[src/rtl/pswd_pkg.sv]
package pswd_pkg;

    localparam int MAIN_W_DEF = 12;
    localparam int SWL_W_DEF  = 5;

    // Modulus request toward the prescaler
    typedef enum logic {
        MOD_DIV_P  = 1'b0,
        MOD_DIV_P1 = 1'b1
    } mod_e;

    // Status that the two counters hand to the top level
    typedef struct packed {
        logic expire;
        logic swallow_on;
    } ctr_status_t;

    function automatic mod_e pick_mod(input logic swallow_busy);
        return swallow_busy ? MOD_DIV_P1 : MOD_DIV_P;
    endfunction

endpackage

[src/rtl/pswd_main_ctr.sv]
module pswd_main_ctr #(
    parameter int W = 12
) (
    input  logic         clk,
    input  logic         rst,
    input  logic [W-1:0] load_val,
    output logic         expire
);
    logic [W-1:0] cnt_q;

    assign expire = (cnt_q == '0);

    always_ff @(posedge clk) begin
        if (rst) begin
            cnt_q <= '0;
        end else if (expire) begin
            cnt_q <= load_val - W'(1);
        end else begin
            cnt_q <= cnt_q - W'(1);
        end
    end

    AST_MAIN_STEP: assert property (@(posedge clk) disable iff (rst)
        !expire |=> (cnt_q == $past(cnt_q) - W'(1)));

    AST_MAIN_HOLD_CFG: assert property (@(posedge clk) disable iff (rst)
        (!expire && !$stable(load_val)) |=> (cnt_q != $past(load_val) - W'(1)) || (cnt_q == $past(cnt_q) - W'(1)));

endmodule

[src/rtl/pswd_swallow_ctr.sv]
module pswd_swallow_ctr #(
    parameter int W = 5
) (
    input  logic         clk,
    input  logic         rst,
    input  logic         load,
    input  logic [W-1:0] load_val,
    output logic         active
);
    logic [W-1:0] cnt_q;

    assign active = (cnt_q != '0);

    always_ff @(posedge clk) begin
        if (rst) begin
            cnt_q <= '0;
        end else if (load) begin
            cnt_q <= load_val;
        end else if (active) begin
            cnt_q <= cnt_q - W'(1);
        end
    end

    AST_SWALLOW_NO_RESTART: assert property (@(posedge clk) disable iff (rst)
        (!load && !active) |=> !active);

    AST_SWALLOW_ZERO_LOAD: assert property (@(posedge clk) disable iff (rst)
        (load && load_val == '0) |=> !active);

endmodule

[src/rtl/pswd_strobe_gen.sv]
module pswd_strobe_gen (
    input  logic clk,
    input  logic rst,
    input  logic expire,
    output logic strobe
);
    always_ff @(posedge clk) begin
        if (rst) begin
            strobe <= 1'b0;
        end else begin
            strobe <= expire;
        end
    end

    AST_STROBE_SINGLE: assert property (@(posedge clk) disable iff (rst)
        strobe |=> !strobe);

endmodule

[src/rtl/pulse_swallow_div.sv]
module pulse_swallow_div
    import pswd_pkg::*;
#(
    parameter int MAIN_W = MAIN_W_DEF,
    parameter int SWL_W  = SWL_W_DEF
) (
    input  logic              clk_pre,
    input  logic              rst,
    input  logic [MAIN_W-1:0] main_cfg,
    input  logic [SWL_W-1:0]  swal_cfg,
    output logic              mod_hi,
    output logic              cmp_strobe
);
    ctr_status_t st;
    mod_e        mod_sel;

    pswd_main_ctr #(.W(MAIN_W)) main_i (
        .clk      (clk_pre),
        .rst      (rst),
        .load_val (main_cfg),
        .expire   (st.expire)
    );

    pswd_swallow_ctr #(.W(SWL_W)) swallow_i (
        .clk      (clk_pre),
        .rst      (rst),
        .load     (st.expire),
        .load_val (swal_cfg),
        .active   (st.swallow_on)
    );

    pswd_strobe_gen strobe_i (
        .clk    (clk_pre),
        .rst    (rst),
        .expire (st.expire),
        .strobe (cmp_strobe)
    );

    assign mod_sel = pick_mod(st.swallow_on);
    assign mod_hi  = (mod_sel == MOD_DIV_P1);

    AST_RESET_QUIET: assert property (@(posedge clk_pre)
        $past(rst) |-> (!mod_hi && !cmp_strobe));

    AST_MOD_START: assert property (@(posedge clk_pre) disable iff (rst)
        (st.expire && swal_cfg != '0) |=> (mod_hi && cmp_strobe));

    AST_LAST_PERIOD_LOW: assert property (@(posedge clk_pre) disable iff (rst)
        st.expire |-> !mod_hi);

endmodule

[config.mk]
export PLATFORM = sky130hd
export DESIGN_NAME = pulse_swallow_div
export DESIGN_NICKNAME = d
export VERILOG_FILES = /design/src/rtl/pswd_pkg.sv /design/src/rtl/pswd_main_ctr.sv /design/src/rtl/pswd_swallow_ctr.sv /design/src/rtl/pswd_strobe_gen.sv /design/src/rtl/pulse_swallow_div.sv
export SDC_FILE = /design/constraint.sdc
export NUM_CORES = 1
export LEC_CHECK = 0
export BUFFER_PORTS_ARGS = -buffer_cell sky130_fd_sc_hd__buf_2
export CAP_MARGIN = 25
export CELL_PAD_IN_SITES_DETAIL_PLACEMENT = 1
export CELL_PAD_IN_SITES_GLOBAL_PLACEMENT = 2
export CORE_AREA = 8 8 76 78
export CTS_CLUSTER_DIAMETER = 100
export CTS_CLUSTER_SIZE = 16
export DETAILED_ROUTE_END_ITERATION = 6
export DIE_AREA = 0 0 84 86
export GPL_TIMING_DRIVEN = 0
export PLACE_DENSITY_LB_ADDON = 0.1
export SETUP_SLACK_MARGIN = 0.5
export SLEW_MARGIN = 10
export SYNTH_ARGS = -nofsm -noshare
export SYNTH_HDL_FRONTEND = slang
export SYNTH_SLANG_ARGS = --single-unit
[constraint.sdc]
create_clock -name clk_pre -period 5.6 [get_ports clk_pre]
set_clock_uncertainty 0.2 [all_clocks]
set_input_delay 1.12 -clock clk_pre [delete_from_list [all_inputs] [get_ports clk_pre]]
set_output_delay 1.12 -clock clk_pre [all_outputs]
set_load 0.005 [all_outputs]
==> qor.csv, run 1 <==
stage,metric,value,unit
status,status,"complete, no violations",
synth,syn_area_per_cell,8.35,sq um
clocking,cts_tree,built,
cells_and_area,drive_above_1_share,0.250,
synth,synth_commonest_cells,"22 x a21oi_1, 18 x dfxtp_1, 17 x nor2_1",
clocking,clock_latency,0.26,ns
timing,setup_tns,0,ns
clocking,cts.sinks,18,
setup_path,crit_arrival,3.17,ns
detailed_routing,postRouteAntennaNets,0,
floorplan,initial_utilization,0.234,
synth,synth.cell_area,1080,sq um
global_routing,grt_max_degree,11,
timing,drv_slew,0,
setup_path,reg2reg_depth,10,
synth,synth_top_cell_by_area,dfxtp_1,
cells_and_area,diodes,0,
detailed_routing,post-route-drc-count,0,
setup_path,worstSetupPathType,flop to flop,
place,gp_congestion,0.770,
setup_path,crit_end,main_i.cnt_q[10],
place,dp_hpwl,2640,um
timing,fmax,0.311,GHz
clocking,ctsResizeCount,0,
setup_path,crit_start,main_i.cnt_q[2],
floorplan,boundaryPins,21,
timing,slew_headroom,0.540,
timing,setup_viol,0,
cells_and_area,nNetsFinal,175,
synth,netlist_instances,129,
detailed_routing,dr.pass1.iters,4,
setup_path,critPathSlowestCell,or4b_2,
cells_and_area,area_delta_synth_final,20.2,%
min_path,hp-class,flop to flop,
detailed_routing,vias_per_cell,5.07,
setup_path,path_cells,"nor3_1, and4_1, buf_6, buf_2, a21oi_1, ha_1, or4b_2, nor3b_1, a31o_2, a21oi_1",
synth,synth_edf_count,0,
cells_and_area,fin_cells,206,
synth,syn_nets,151,
global_routing,grt_pass1_wl,5580,um
setup_path,path_buf_inv,2,
cells_and_area,fin_util,0.282,
setup_path,r2r-end,main_i.cnt_q[10],
clocking,cts_setup_buffers,0,
place,dp.cells,202,
setup_path,critPathTopFamily,simple AND/OR/NAND/NOR gates,
setup_path,end_kind,flop,
clocking,path_clk_slew,0.08,ns
floorplan,fp.dieH,86,um
synth,ys_seq_elements,18,
timing,whs,0.390,ns
setup_path,critical-path-max-stage-delay,0.66,ns
timing,min_period,3.21,ns
cells_and_area,seqCellArea,360,sq um
floorplan,coreArea,4600,sq um
detailed_routing,drt_iter0_markers,33,
clocking,cts_hold_buf,0,
setup_path,start_kind,flop,
clocking,cts-buffers-inserted,3,
setup_path,cp_data_required_time,5.56,ns
setup_path,cpMostUsedCell,a21oi_1,
setup_path,path_depth,10,
clocking,htreeDepth,1,
global_routing,first_global_vias,1080,
detailed_routing,wl_per_cell,16.3,um
cells_and_area,fillers,554,
timing,hold_viol,0,
place,io_buffers,19,
clocking,cts-root-buf,clkbuf_8,
place,placed_cell_area,1240,sq um
detailed_routing,drt_wl_total,3360,um
global_routing,grt_usage,0.0970,
floorplan,dieArea,7220,sq um
setup_path,reg2reg_slack,2.39,ns
timing,tightest_slew,0.680,ns
timing,rsz0062_at_grt,no,
synth,synth_top_area_frac,0.334,
floorplan,rows,25,
synth,ys_warn_count,0,
synth,synth_flop_cell,dfxtp_1,
pwr,powerDensity,700,nW/um^2
timing,fin_crit_sh,0.573,
synth,synthTopCellsByArea,"dfxtp_1 33%, a21oi_1 10%, nor2_1 5.9%, nand4_1 4.1%, xor2_1 4.1%",
setup_path,path_max_fanout,10,
floorplan,die_w,84,um
synth,synth_cell_types,34,
pwr,ir_drop,0.181,mV
synth,yosysMostFrequentCell,a21oi_1,
cells_and_area,multi_input_comb_area,667,sq um
flow_run,cap_violations,0,
global_routing,antenna_found_initial,0,
global_routing,grt.overflow.total,0,
pwr,cellLeakagePower,0.000500,uW
min_path,hold_start,swallow_i.cnt_q[4],
synth,yosysSeqAreaShare,0.334,
detailed_routing,num_vias,1044,
clocking,cts_max_path_buffers,2,
synth,async_reset_ff_frac,0,
cells_and_area,final_cell_area,1290,sq um
setup_path,reg2reg_from,main_i.cnt_q[2],
-- worst min-delay path, cell delays in order (launching register included) --
cell	delay [ns]
dfxtp_1	0.33
a21oi_1	0.13
a211oi_1	0.08
-- metal layers --
layer / global-route usage / vias to the layer above / wire length [um]
met5: 0 / - / 0
met4: 0.0235 / 0 / 22
met3: 0.0303 / 3 / 157
met2: 0.146 / 22 / 1510
met1: 0.130 / 497 / 1670
li1: - / 522 / -
-- logic make-up (layout without fill, tap and decap cells) --
family | count (synthesis) | count (layout) | share of synthesized area
AND/OR/NAND/NOR | 57 | 57 | 0.302
adder cells (fa/ha/maj) | 3 | 3 | 0.0348
multiplexers | 1 | 1 | 0.00929
flip-flops | 18 | 18 | 0.334
XOR/XNOR | 8 | 8 | 0.0650
AO/OA/AOI/OAI | 35 | 35 | 0.208
buffers and inverters | 7 | 30 | 0.0465
-- cell type report --
cell class / instances / share of cell area
multi-input cells: 104 / 0.515
flip-flops and latches: 18 / 0.278
repair buffers: 19 / 0.0734
well taps: 54 / 0.0522
clock buffers: 4 / 0.0425
plain buffers: 4 / 0.0300
inverters: 3 / 0.00870
-- worst min path at each step --
stage                         end  slack [ns]  cells after the start
2_1_floorplan  swallow_i.cnt_q[4]        0.32                      2
3_3_place_gp   swallow_i.cnt_q[4]        0.35                      2
3_5_place_dp   swallow_i.cnt_q[4]        0.37                      2
4_1_cts        swallow_i.cnt_q[4]        0.39                      2
5_1_grt        swallow_i.cnt_q[4]        0.42                      2
6_report       swallow_i.cnt_q[4]        0.39                      2
-- through the flow --
step                      power (uW)  worst slack, ns
after global placement           784             2.36
after CTS                        915             2.40
after detailed placement         797             2.38
final                            907             2.39
after global routing             997             2.21
after floorplan                  656             2.70
-- layout by cell type, fill, tap and decap left out, types with 3 or more instances in the layout --
cell	count
buf_2	20
xnor2_1	3
o21ai_0	3
a21oi_1	22
nand4_1	7
inv_1	3
clkbuf_8	4
buf_6	3
nor2_1	17
ha_1	3
nand2_1	8
nor3_1	5
nand3_1	3
dfxtp_1	18
a31o_2	3
xor2_1	5
-- power breakdown --
group	internal (uW)	leakage, uW	total (uW)	switching, uW
combinational	239	0.000322	549	311
sequential	183	0.000149	245	62.3
clock	62.7	0.0000288	113	49.9
-- registers in the layout, indices dropped and copies added (netlist names) --
signal / count
main_i.cnt_q: 12
swallow_i.cnt_q: 5
strobe_i.strobe: 1
(Power assumes the default switching activity.)
==> run 2: changes to the inputs <==
--- a/config.mk
+++ b/config.mk
@@ -5,15 +5,16 @@
 export SDC_FILE = /design/constraint.sdc
 export NUM_CORES = 1
 export LEC_CHECK = 0
+export ABC_AREA = 1
 export BUFFER_PORTS_ARGS = -buffer_cell sky130_fd_sc_hd__buf_2
 export CAP_MARGIN = 25
 export CELL_PAD_IN_SITES_DETAIL_PLACEMENT = 1
 export CELL_PAD_IN_SITES_GLOBAL_PLACEMENT = 2
-export CORE_AREA = 8 8 76 78
+export CORE_AREA = 8 8 77 79
 export CTS_CLUSTER_DIAMETER = 100
 export CTS_CLUSTER_SIZE = 16
 export DETAILED_ROUTE_END_ITERATION = 6
-export DIE_AREA = 0 0 84 86
+export DIE_AREA = 0 0 85 87
 export GPL_TIMING_DRIVEN = 0
 export PLACE_DENSITY_LB_ADDON = 0.1
 export SETUP_SLACK_MARGIN = 0.5
==> constraint.sdc (replaced) <==
create_clock -name clk_pre -period 2.7 [get_ports clk_pre]
set_clock_uncertainty 0.2 [all_clocks]
set_input_delay 0.54 -clock clk_pre [delete_from_list [all_inputs] [get_ports clk_pre]]
set_output_delay 0.54 -clock clk_pre [all_outputs]
set_load 0.005 [all_outputs]
==> run 2 against run 1 <==
  * Sequential share of layout area decreased by 1.8 points
  * Final cell count increased by 17%
  * Final area rose by 7.5%
  * Sequential power up 65%
  * Wire length down 7.0%
  * Synthesized cell count rose by 22%
  * Non-clock buffer count is 4 higher
  * Clock power rose by 110%
  * Worst setup slack got worse by 1.7 ns
  * Sequential cell count unchanged
  * Die area increased by 2.4%
  * Global-route usage is 0.52 points lower
  * Critical path type unchanged
==> qor.csv, run 2 <==
stage,metric,value,unit,change
setup_path,path_max_fanout,5,,-5
cells_and_area,diodes,0,,unchanged
place,placed_cell_area,1250,sq um,+0.71%
floorplan,coreArea,4850,sq um,+5.4%
clocking,path_clk_slew,0.08,ns,about the same
synth,syn_nets,179,,+19%
detailed_routing,num_vias,1072,,+2.7%
detailed_routing,dr.pass1.iters,4,,unchanged
min_path,hp-class,input port to flop,,
pwr,powerDensity,1320,nW/um^2,+89%
synth,yosysMostFrequentCell,nand2_1,,
cells_and_area,largest_reg_flops,12,,unchanged
global_routing,grt_pass1_wl,5330,um,-4.6%
synth,synth_commonest_cells,"30 x nand2_1, 25 x inv_1, 22 x nor2_1",,
timing,slew_headroom,0.679,,+0.139
pwr,cellLeakagePower,0.000682,uW,+36%
detailed_routing,drt_wl_total,3120,um,-7.0%
floorplan,boundaryPins,21,,unchanged
setup_path,worstSetupPathType,flop to flop,,
synth,netlist_instances,157,,+22%
min_path,worstHoldPathCells,3,,+1
timing,hold_viol,0,,unchanged
cells_and_area,final_cell_area,1390,sq um,+7.5%
timing,whs,0.319,ns,-0.0706 ns
clocking,cts_max_path_buffers,2,,unchanged
cells_and_area,multi_input_comb_area,644,sq um,-3.4%
setup_path,crit_arrival,2.01,ns,-1.16 ns
synth,synth.cell_area,1080,sq um,+0.58%
timing,drv_slew,0,,unchanged
detailed_routing,postRouteAntennaNets,0,,unchanged
setup_path,end_kind,flop,,
global_routing,grt_max_degree,11,,unchanged
synth,synthTopCellsByArea,"dfxtp_1 33%, nand2_1 10%, inv_1 8.7%, nor2_1 7.6%, a21oi_1 6.0%",,
timing,setup_viol,0,,unchanged
cells_and_area,drive_above_1_share,0.293,,+0.0435
timing,setup_tns,0,ns,unchanged
timing,fmax,0.487,GHz,+56%
timing,tightest_slew,0.481,ns,-0.198 ns
cells_and_area,area_delta_synth_final,28.5,%,
synth,synth_cell_types,29,,-15%
cells_and_area,fin_util,0.287,,+0.00567
status,status,"complete, no violations",,
floorplan,dieArea,7400,sq um,+2.4%
pwr,total_power,1840,uW,+100%
synth,synth_edf_count,0,,unchanged
pwr,ir_drop,0.279,mV,+54%
setup_path,cp_data_required_time,2.66,ns,-2.90 ns
global_routing,antenna_found_initial,0,,unchanged
clocking,htreeDepth,1,,unchanged
cells_and_area,nNetsFinal,207,,+18%
timing,rsz0062_at_grt,no,,
place,gp_congestion,0.728,,-5.5%
detailed_routing,drt_iter0_markers,23,,-30%
cells_and_area,largestRegisters,"main_i.cnt_q (12), swallow_i.cnt_q (5), strobe_i.strobe (1)",,
global_routing,first_global_vias,1164,,+7.8%
clocking,cts_hold_buf,0,,unchanged
floorplan,rows,26,,+4.0%
synth,ys_seq_elements,18,,unchanged
synth,async_reset_ff_frac,0,,unchanged
setup_path,reg2reg_depth,14,,+4
global_routing,grt_usage,0.0917,,-0.00524
detailed_routing,wl_per_cell,13.0,um,-20%
synth,synth_flop_cell,dfxtp_1,,
synth,ys_warn_count,0,,unchanged
floorplan,fp.dieH,87,um,+1.2%
cells_and_area,final_common_cell,nand2_1,,
detailed_routing,post-route-drc-count,0,,unchanged
place,io_buffers,19,,unchanged
synth,synth_top_area_frac,0.333,,-0.00193
global_routing,grt.overflow.total,0,,unchanged
clocking,cts.sinks,18,,unchanged
place,dp_hpwl,2430,um,-8.1%
clocking,cts-root-buf,clkbuf_8,,
flow_run,cap_violations,0,,unchanged
synth,synth_top_cell_by_area,dfxtp_1,,
cells_and_area,largest-register,main_i.cnt_q,,
detailed_routing,vias_per_cell,4.47,,-12%
synth,syn_area_per_cell,6.90,sq um,-17%
timing,min_period,2.05,ns,-1.16 ns
floorplan,initial_utilization,0.224,,-0.0107
timing,fin_crit_sh,0.760,,+0.187
clocking,clock_latency,0.26,ns,about the same
cells_and_area,seqCellArea,363,sq um,+0.69%
floorplan,die_w,85,um,+1.2%
cells_and_area,mostFrequentLayoutCells,"26 x nand2_1, 25 x inv_1, 19 x buf_2",,
clocking,cts-buffers-inserted,3,,unchanged
clocking,cts_tree,built,,
synth,yosysSeqAreaShare,0.333,,-0.00193
cells_and_area,fillers,600,,+8.3%
setup_path,start_kind,flop,,
## run 2: cell types whose count changed in the layout (fill, tap and decap cells not counted), sizes merged, moves of 3 or more
cell,previous run,this run
nor3,6,2
nor4,3,0
inv,3,25
a21oi,22,13
nand2,8,33
nand3,3,13
nand4,7,0
buf,23,26
a31oi,0,3
o21ai,3,6
nor2,17,26
## run 2: final timing paths
kind,start,endpoint,slack (ns)
hold / removal,swal_cfg[3],swallow_i.cnt_q[3],0.32
setup reg to reg,main_i.cnt_q[10],main_i.cnt_q[8],0.65
hold reg to reg,swallow_i.cnt_q[3],swallow_i.cnt_q[3],0.36
setup / recovery,main_i.cnt_q[10],main_i.cnt_q[8],0.65
## run 2: power by group
group,switching (uW),internal (uW),total (uW)
combinational,731,470,1200
clock,106,130,236
sequential,45.3,358,404
## run 2: critical path, stage by stage (launching register included)
cell and delay [ns]:
dfxtp_2 0.33, nor2_2 0.12, nand2_2 0.08, nor2_4 0.15, buf_6 0.13, nand3_2 0.09
nand2_4 0.10, ha_4 0.12, inv_1 0.05, nor2_2 0.11, nand2_2 0.10, nor2_4 0.17
nand3_2 0.09, nand2_2 0.06, nor2_1 0.04
## run 2: kinds of logic (layout without fill, tap and decap cells)
family	after synthesis	in the layout	share of synthesized area
and+or+nand+nor	77	77	0.344
buffers and inverters	30	57	0.121
AOI/OAI and AO/OA	24	24	0.126
DFF	18	18	0.333
xor gates and xnor gates	4	4	0.0323
adders and majority gates	3	3	0.0346
muxes	1	1	0.00924
## run 2: metrics by stage
step / worst slack (ns) / std cells
5_1_grt: 0.465 / 240
6_report: 0.648 / 240
4_1_cts: 0.512 / 237
3_3_place_gp: 0.372 / 232
3_5_place_dp: 0.399 / 232
2_1_floorplan: 0.757 / 157
## run 2: per-layer routing
metal	vias up	part of all wire	global-route usage
li1	548	-	-
met1	507	0.40	0.0995
met2	13	0.55	0.169
met3	4	0.031	0.0208
met4	0	0.012	0.0340
met5	-	0	0
## run 2: timing repair
item | CTS | global route
buffers inserted | 1 | 3
pin swaps | 1 | 11
resized for setup | 3 | 14
endpoints found under the hold margin | 0 | 0
setup endpoints to repair | 3 | 4
## run 2: area by class of cell
type | count | share of cell area
inverter | 26 | 0.0701
timing repair buffer | 23 | 0.0898
multi-input combinational | 109 | 0.463
clock buffer | 4 | 0.0395
tap | 56 | 0.0503
sequential | 18 | 0.261
buffer | 4 | 0.0270
